### src/rtl/bridge_pkg.sv
package bridge_pkg;
    localparam int ADDR_W = 16;
    localparam int DATA_W = 8;
    localparam int N_PER  = 4;

    typedef enum logic [1:0] {
        PH_ALO = 2'b00,
        PH_AHI = 2'b01,
        PH_RD  = 2'b10,
        PH_WR  = 2'b11
    } phase_e;

    typedef struct packed {
        phase_e s1;
        phase_e s2;
    } sync_t;

    localparam logic [ADDR_W-1:0] WIN_LO = 16'hA000;
    localparam logic [ADDR_W-1:0] WIN_HI = 16'hA047;

    localparam logic [ADDR_W-1:0] PER_LO [N_PER] = '{16'hA000, 16'hA020, 16'hA030, 16'hA040};
    localparam logic [ADDR_W-1:0] PER_HI [N_PER] = '{16'hA00B, 16'hA027, 16'hA033, 16'hA047};
endpackage

### src/rtl/phase_sync.sv
module phase_sync
    import bridge_pkg::*;
(
    input  logic       clk,
    input  logic       rst_n,
    input  logic [1:0] phase_raw,
    output phase_e     phase
);
    sync_t sync_d, sync_q;

    always_comb begin
        sync_d    = sync_q;
        sync_d.s1 = phase_e'(phase_raw);
        sync_d.s2 = sync_q.s1;
    end

    always_ff @(posedge clk or negedge rst_n) begin
        if (!rst_n) sync_q <= '{s1: PH_ALO, s2: PH_ALO};
        else        sync_q <= sync_d;
    end

    assign phase = sync_q.s2;
endmodule

### src/rtl/addr_decode.sv
module addr_decode
    import bridge_pkg::*;
(
    input  logic              clk,
    input  logic              rst_n,
    input  logic [ADDR_W-1:0] addr,
    output logic              internal,
    output logic [N_PER-1:0]  sel
);
    assign internal = (addr >= WIN_LO) && (addr <= WIN_HI);

    for (genvar i = 0; i < N_PER; i++) begin : g_region
        assign sel[i] = (addr >= PER_LO[i]) && (addr <= PER_HI[i]);
    end

    assert_sel_onehot_R7: assert property (@(posedge clk) disable iff (!rst_n)
        $onehot0(sel));
    assert_sel_in_window_R7: assert property (@(posedge clk) disable iff (!rst_n)
        (|sel) |-> internal);
endmodule

### src/rtl/pad_mux.sv
module pad_mux
    import bridge_pkg::*;
(
    input  logic              clk,
    input  logic              rst_n,
    input  phase_e            phase,
    input  logic [ADDR_W-1:0] addr,
    input  logic [DATA_W-1:0] wdata,
    input  logic              ext_wr,
    output logic [DATA_W-1:0] pad_out,
    output logic              pad_oe
);
    always_comb begin
        pad_out = '0;
        pad_oe  = 1'b0;
        unique case (phase)
            PH_AHI: begin pad_out = addr[ADDR_W-1 -: DATA_W]; pad_oe = 1'b1;   end
            PH_ALO: begin pad_out = addr[DATA_W-1:0];         pad_oe = 1'b1;   end
            PH_RD:  begin pad_out = '0;                       pad_oe = 1'b0;   end
            PH_WR:  begin pad_out = wdata;                    pad_oe = ext_wr; end
            default: ;
        endcase
    end

    assert_rd_tristate_R3: assert property (@(posedge clk) disable iff (!rst_n)
        (phase == PH_RD) |-> !pad_oe);
    assert_addr_driven_R2: assert property (@(posedge clk) disable iff (!rst_n)
        (phase == PH_ALO) |-> pad_oe);
endmodule

### src/rtl/mux_bus_bridge.sv
module mux_bus_bridge
    import bridge_pkg::*;
(
    input  logic                    clk,
    input  logic                    rst_n,
    input  logic [15:0]             cpu_addr,
    input  logic [7:0]              cpu_wdata,
    input  logic                    cpu_rnw,
    output logic [7:0]              cpu_rdata,
    input  logic [1:0]              phase_sel,
    input  logic [7:0]              pad_in,
    output logic [7:0]              pad_out,
    output logic                    pad_oe,
    output logic                    ext_rnw,
    output logic                    ext_cycle,
    output logic [3:0]              per_sel,
    output logic                    per_wr,
    input  logic [31:0]             per_rdata
);
    typedef struct packed {
        logic [DATA_W-1:0] rdata;
    } cap_t;

    phase_e phase;
    logic   internal;
    logic   ext_wr;
    logic [DATA_W-1:0] per_byte;
    cap_t   cap_d, cap_q;

    phase_sync u_sync (
        .clk       (clk),
        .rst_n     (rst_n),
        .phase_raw (phase_sel),
        .phase     (phase)
    );

    addr_decode u_dec (
        .clk      (clk),
        .rst_n    (rst_n),
        .addr     (cpu_addr),
        .internal (internal),
        .sel      (per_sel)
    );

    assign ext_wr    = !cpu_rnw && !internal;
    assign ext_rnw   = cpu_rnw || internal;
    assign ext_cycle = !internal;
    assign per_wr    = !cpu_rnw && (|per_sel);

    pad_mux u_pad (
        .clk     (clk),
        .rst_n   (rst_n),
        .phase   (phase),
        .addr    (cpu_addr),
        .wdata   (cpu_wdata),
        .ext_wr  (ext_wr),
        .pad_out (pad_out),
        .pad_oe  (pad_oe)
    );

    always_comb begin
        per_byte = '0;
        for (int i = 0; i < N_PER; i++) begin
            if (per_sel[i]) per_byte = per_byte | per_rdata[i*DATA_W +: DATA_W];
        end
    end

    always_comb begin
        cap_d = cap_q;
        if (phase == PH_RD) cap_d.rdata = pad_in;
    end

    always_ff @(posedge clk or negedge rst_n) begin
        if (!rst_n) cap_q <= '0;
        else        cap_q <= cap_d;
    end

    assign cpu_rdata = internal ? per_byte : cap_q.rdata;

    assert_addr_hi_R1: assert property (@(posedge clk) disable iff (!rst_n)
        (phase == PH_AHI) |-> (pad_oe && pad_out == cpu_addr[15:8]));
    assert_int_no_drive_R4: assert property (@(posedge clk) disable iff (!rst_n)
        (!ext_cycle && phase == PH_WR) |-> !pad_oe);
    assert_int_no_extwrite_R5: assert property (@(posedge clk) disable iff (!rst_n)
        !ext_cycle |-> ext_rnw);
    assert_perwr_gated_R9: assert property (@(posedge clk) disable iff (!rst_n)
        per_wr |-> (!cpu_rnw && !ext_cycle && (|per_sel)));
    assert_cap_hold_R3: assert property (@(posedge clk) disable iff (!rst_n)
        (phase != PH_RD && ext_cycle && $stable(cpu_addr)) |=> (ext_cycle -> $stable(cpu_rdata)));
endmodule

### config.mk
export PLATFORM = sky130hd
export DESIGN_NAME = mux_bus_bridge
export DESIGN_NICKNAME = d
export VERILOG_FILES = /design/src/rtl/bridge_pkg.sv /design/src/rtl/phase_sync.sv /design/src/rtl/addr_decode.sv /design/src/rtl/pad_mux.sv /design/src/rtl/mux_bus_bridge.sv
export SDC_FILE = /design/constraint.sdc
export NUM_CORES = 1
export LEC_CHECK = 0
export CAP_MARGIN = 25
export CORE_MARGIN = 5
export CORE_UTILIZATION = 31
export CTS_BUF_LIST = sky130_fd_sc_hd__clkbuf_2
export CTS_CLUSTER_DIAMETER = 120
export CTS_CLUSTER_SIZE = 25
export DETAILED_ROUTE_END_ITERATION = 8
export PLACE_DENSITY = 0.78
export REMOVE_ABC_BUFFERS = 1
export SLEW_MARGIN = 20
export SYNTH_ARGS = -nofsm -noshare
export SYNTH_HDL_FRONTEND = slang
export SYNTH_SLANG_ARGS = --single-unit
### constraint.sdc
create_clock -name clk -period 2 [get_ports clk]
set_clock_uncertainty 0.1 [all_clocks]
set_input_delay 0.3 -clock clk [delete_from_list [all_inputs] [get_ports clk]]
set_output_delay 0.3 -clock clk [all_outputs]
set_load 0.005 [all_outputs]
==> results of run 1 <==
==> power groups by stage <==
| stage | clock network [mW] | registers, mW | logic (mW) |
|---|---|---|---|
| global route | 0.130 | 0.290 | 0.423 |
| detailed placement | 0 | 0.290 | 0.400 |
| CTS | 0.118 | 0.285 | 0.380 |
| global placement | 0 | 0.291 | 0.395 |
| finish | 0.117 | 0.287 | 0.395 |
| floorplan | 0 | 0.288 | 0.109 |
==> sequential cells by signal (all words and copies together) (netlist names) <==
register,count
cap_q,8
u_sync.phase,2
u_sync.sync_d,2
==> worst max path at each step <==
stage	startpoint	end	slack, ns	cells after the start
after floorplan	cpu_addr[11]	cpu_rdata[4]	-0.06	5
after global placement	cpu_addr[11]	cpu_rdata[0]	-1.09	8
after detailed placement	cpu_addr[11]	cpu_rdata[4]	-1.12	7
after CTS	cpu_addr[8]	cpu_rdata[4]	-0.49	10
after global routing	cpu_addr[11]	cpu_rdata[4]	-0.55	10
final	cpu_addr[11]	cpu_rdata[4]	-0.49	10
==> cell type report <==
| class | count | area (µm²) |
|---|---|---|
| clock buffers | 3 | 15.0 |
| fillers | 269 | 962 |
| inverters | 12 | 45.0 |
| multi-input cells | 111 | 972 |
| flip-flops and latches | 12 | 300 |
| well taps | 48 | 60.1 |
| repair buffers | 155 | 1390 |
==> synth_stat cells (4+ instances only) <==
master / n
o21a_1: 9
nand4_1: 9
dfrtp_1: 12
mux2_2: 8
o2111ai_1: 8
mux2i_1: 8
a22oi_1: 8
inv_1: 12
nand2_1: 13
o21ai_0: 10
nor2_1: 7
nand3_1: 4
==> metal layers <==
metal  GRT usage (%)  wire length, µm  vias up  part of all wire (%)
li1                -                -      851                     -
met4            9.22              216        0                   3.6
met3            4.68              483       20                   8.1
met2            37.7             3010       88                    50
met1            26.0             2260      846                    38
met5               0                0        -                     0
==> what timing repair did <==
item                       in CTS  in global routing
gates cloned                    1                  0
resized for setup             170                 18
setup endpoints to repair      24                 16
buffers inserted               25                  4
hold buffers                    0                  0
pin swaps                      31                 10
==> cells by family (layout without fill, tap and decap cells) <==
family                 after synthesis  in the layout  synth area share [%]
AO/OA/AOI/OAI                       42             42                  25.1
buffers and inverters               18            170                  7.27
flip-flops                          12             12                  24.6
multiplexers                        17             17                  15.0
AND/OR/NAND/NOR                     52             52                  28.0
==> per-stage QoR <==
stage          util (%)  TNS [ns]
2_1_floorplan         -    -0.501
3_3_place_gp       65.3    -16.24
3_5_place_dp       65.3    -16.61
4_1_cts            72.6     -4.98
5_1_grt            74.3     -5.89
6_report           74.3     -4.92
==> run summary, run 1 <==
Fin area: 2780 µm²
Final Max Tran Viols: 0
Part of the Yosys area used for sequential elements: 24.6%
Mean post-synth cell area: 8.67 µm²
DRC violations left: 0
Total Nets Final: 364
Clk pwr share: 14.7%
RR Endpoint: cap_q[4]$_DFFE_PN0N_
Final min period: 2.49 ns
Slew of the pin with the lowest slew margin: 0.525 ns
Global-route wire length before repair: 9.16 mm
Vias in the first global route: 1890
Largest net degree at the start of global routing: 13
Routed Antenna Nets: 0
Vias: 1805
Startpoint types: input port
Final setup viols: 15
Insertion delay to the later sink of the worst-skew pair: 0.26 ns
Largest delay contributor family on the critical path: simple AND/OR/NAND/NOR gates
Root buf cell: clkbuf_2
Slowest cell on crit path: or4_4
Commonest non-fill, non-tap cells in the layout: clkdlybuf4s50_1, buf_4, buf_6
Post-synthesis instance area: 1220 µm²
Arr. time, crit path: 2.09 ns
Core Rows: 22
Post-route insts no fill: 341
Reg clk slew, reported paths: 0.11 ns
Sw Ratio: 30.0%
Final Power: 0.799 mW
Worst hold slack: 0.257 ns
Status: finished, violations left
Tightest Hold Check Type: in2async
Slowest stage delay, CP: 0.57 ns
Placeable Area: 3740 µm²
Routed WL: 5.97 mm
H-tree Lvls: 1
First-pass iteration count of the detailed router: 4
CTS tree: done
Clk sinks: 12
Initial antenna violation count: 0
Int Power: 0.559 mW
Flops & latches, synth: 12
Synthesis Warnings: 0
Leak: 1.22 nW
N_diodes: 0
EDFF count, synth: 0
Drt initial violations: 71
Crit path buffers/inverters: 5
Remaining Overflow, GRT: 0
Setup CP Type: in2out
Final Hold Fails: 0
Initial Util: 32.7%
Io pins: 93
CP Capture Type: output port
Combinational power share: 49.5%
Synth top area share: 24.6%
Reg2Reg Launch Point: u_sync.phase[0]$_DFF_PN0_
Worst vdd ir: 0.346 mV
Area of the die: 5300 µm²
Synth area leaders: dfrtp_1, mux2_2, mux2i_1, o2111ai_1, o21a_1
Sequential Power Share: 35.9%
Layout cells sized above 1: 47.1%
Final setup margin: -0.493 ns
Commonest non-fill, non-tap cell in the layout: clkdlybuf4s50_1
Failing checks: negative setup slack
Setup WS pre-CTS: -1.12 ns
Layout area overhead: 128%
Post-synth top area cell: dfrtp_1
Crit-path max FO: 3
Distinct cells, synth: 40
Final RePlAce weighted congestion: 0.906
Die Y: 72.8 µm
Instance count of the mapped netlist: 141
Placed insts: 313
Max-cap check violation count: 0
Cell Pwr Density: 287 nW/µm²
Async set-reset flop share out of synthesis: 100%
Crit-path most repeated cell: buf_6
Num CTS Buffers: 3
Max clock buf depth: 2
Cells along the critical path: buf_6 -> or4_4 -> nor4b_4 -> buf_4 -> buf_6 -> buf_6 -> nand4_1 -> o2111ai_2 -> o21a_1 -> buf_2
Tcrit/Tclk final: 125%
Unrepaired setup endpoints after global routing: true
Reg2Reg Depth: 3
Overall Global Routing Usage: 21.8%
Psw: 0.240 mW
Commonest register cell after synthesis: dfrtp_1
Via density: 5.29
HPWL after DPL: 4.07 mm
Worst path required time: 1.60 ns
Port Buf Inserts: 92
Avg WL per Cell: 17.5 µm
Rel. slew slack: 64.9%
Flop2flop setup slack: 0.75 ns
Fmax: 0.401 GHz
Die Width: 72.8 µm
Placed inst area: 2440 µm²
Note: power is estimated with default switching activity, not from simulation.
==> inputs of run 2 (changes only) <==
Settings changed: CORE_UTILIZATION 31 to 29, CTS_BUF_LIST sky130_fd_sc_hd__clkbuf_2 to not set, PLACE_DENSITY 0.78 to 0.74.
==> run 2 against run 1 <==
Net effect:
- first-iteration DRC count up 39%
- worst setup slack improved by 0.069 ns
- register-to-register slack improved by 0.02 ns
- the run still ends with negative setup slack left
- die area grew 5.9%
- sequential share of layout area shrank 0.22 points
- largest power group unchanged
- final area rose by 2.1%
- routed wire length up 5.2%
- via count up 4.1%
- utilization down 4.3 points
- clock power increased by 79%
- largest cell class unchanged
- clock-buffer cell count unchanged
- total power grew 13%
- highest routed layer unchanged
==> run summary, run 2 (same netlist as run 1, synthesis figures left out) <==
Max Used Layer: met4 (unchanged)
Final setup margin: -0.424 ns (was -0.493 ns)
Worst hold slack: 0.253 ns (was 0.257 ns)
Initial Util: 30.1% (was 32.7%)
Routed wl met3: 495 µm (was 483 µm)
Routed WL: 6.28 mm (was 5.97 mm)
Layout cells sized above 1: 49.2% (was 47.1%)
Placeable Area: 4060 µm² (was 3740 µm²)
Reg2Reg Depth: 3 (unchanged)
Num CTS Buffers: 3 (unchanged)
Cell Pwr Density: 319 nW/µm² (was 287 nW/µm²)
Global-route wire length before repair: 9.21 mm (was 9.16 mm)
Final Power: 0.906 mW (was 0.799 mW)
Worst vdd ir: 0.400 mV (was 0.346 mV)
Worst path required time: 1.60 ns (about the same)
Drt initial violations: 99 (was 71)
Multi-input logic area: 1020 µm² (was 972 µm²)
Fmax: 0.413 GHz (was 0.401 GHz)
Final Hold Fails: 0 (unchanged)
Via density: 5.45 (was 5.29)
Post-route insts no fill: 345 (was 341)
Setup tns final: -4.32 ns (was -4.92 ns)
Clk sinks: 12 (unchanged)
Met2 WL: 3.26 mm (was 3.01 mm)
Placed insts: 317 (was 313)
Avg WL per Cell: 18.2 µm (was 17.5 µm)
Reg with most FFs: cap_q (unchanged)
Status: finished, violations left (unchanged)
Final min period: 2.42 ns (was 2.49 ns)
HPWL after DPL: 4.27 mm (was 4.07 mm)
Overall Global Routing Usage: 21.3% (was 21.8%)
Commonest non-fill, non-tap cell in the layout: clkdlybuf4s50_1 (unchanged)
Total Nets Final: 366 (was 364)
Leak: 1.24 nW (was 1.22 nW)
Unrepaired setup endpoints after global routing: true (unchanged)
Insertion delay to the later sink of the worst-skew pair: 0.23 ns (was 0.26 ns)
Max clock buf depth: 2 (unchanged)
Vias: 1879 (was 1805)
FF+latch area: 300 µm² (unchanged)
Crit-path max FO: 5 (was 3)
Met1 WL: 2.33 mm (was 2.26 mm)
Final Max Tran Viols: 0 (unchanged)
Root buf cell: clkbuf_8 (was clkbuf_2)
Final setup viols: 16 (was 15)
Setup CP Type: in2out (unchanged)
Commonest non-fill, non-tap cells in the layout: clkdlybuf4s50_1, buf_4, buf_6 (unchanged)
Slew of the pin with the lowest slew margin: 0.543 ns (was 0.525 ns)
Max reg flops: 8 (unchanged)
Io pins: 93 (unchanged)
Initial antenna violation count: 0 (unchanged)
Area of the die: 5610 µm² (was 5300 µm²)
CP Capture Type: output port (unchanged)
Arr. time, crit path: 2.02 ns (was 2.09 ns)
Reg clk slew, reported paths: 0.05 ns (was 0.11 ns)
Die Width: 74.9 µm (was 72.8 µm)
Failing checks: negative setup slack (unchanged)
DRC violations left: 0 (unchanged)
N_diodes: 0 (unchanged)
Placed inst area: 2460 µm² (was 2440 µm²)
First-pass iteration count of the detailed router: 4 (unchanged)
CTS tree: done (unchanged)
Startpoint types: input port (unchanged)
Hold path depth: 0
Tcrit/Tclk final: 121% (was 125%)
Layout area overhead: 132% (was 128%)
Fillers: 313 (was 269)
Max-cap check violation count: 0 (unchanged)
Fin util: 70.0% (was 74.3%)
Vias in the first global route: 1981 (was 1890)
Largest net degree at the start of global routing: 13 (unchanged)
Fin area: 2840 µm² (was 2780 µm²)
H-tree Lvls: 1 (unchanged)
Remaining Overflow, GRT: 0 (unchanged)
Core Rows: 23 (was 22)
Die Y: 74.9 µm (was 72.8 µm)
Tightest Hold Check Type: reg2reg (was in2async)
Rel. slew slack: 63.7% (was 64.9%)
Routed Antenna Nets: 0 (unchanged)
Final RePlAce weighted congestion: 0.980 (was 0.906)
Setup WS pre-CTS: -1.09 ns (was -1.12 ns)
Port Buf Inserts: 92 (unchanged)
==> run 2: worst max-delay path, stage by stage <==
cell	delay, ns
buf_6	0.09
or4_4	0.58
nor4b_4	0.25
buf_6	0.17
buf_6	0.10
nand4_1	0.13
o2111ai_2	0.13
o21a_1	0.16
buf_2	0.11
==> run 2: path summary, 6_finish.rpt <==
path	endpoint	startpoint	slack (ns)
setup / recovery	cpu_rdata[3]	cpu_addr[10]	-0.42
setup reg to reg	cap_q[2]$_DFFE_PN0N_	u_sync.phase[0]$_DFF_PN0_	0.77
min in group asynchronous	cap_q[1]$_DFFE_PN0N_	rst_n	0.32
hold reg to reg	u_sync.phase[0]$_DFF_PN0_	u_sync.sync_d[0]$_DFF_PN0_	0.25
max in group asynchronous	cap_q[7]$_DFFE_PN0N_	rst_n	1.12
hold / removal	u_sync.phase[0]$_DFF_PN0_	u_sync.sync_d[0]$_DFF_PN0_	0.25
==> run 2: layout make-up <==
| class | count | area share, % |
|---|---|---|
| clock buffer | 3 | 1.45 |
| inverter | 12 | 1.59 |
| multi-input combinational | 111 | 35.8 |
| sequential | 12 | 10.6 |
| tap | 50 | 2.20 |
| timing repair buffer | 157 | 48.4 |
==> run 2: report_power, final <==
part,leakage (nW),internal [mW],switching (mW)
Clock,0.0216,0.132,0.0786
Sequential,0.140,0.272,0.0153
Combinational,1.08,0.255,0.154
==> run 2: layer usage <==
layer | GRT usage, % | vias up
met4 | 9.09 | 0
li1 | - | 861
met2 | 39.7 | 100
met5 | 0 | -
met3 | 4.01 | 24
met1 | 23.4 | 894
==> run 2: timing repair <==
item                                    CTS  global route
buffers inserted                         22             5
endpoints found under the setup margin   24            16
hold buffers                              0             0
resized for setup                       166            20
pin swaps                                25            15
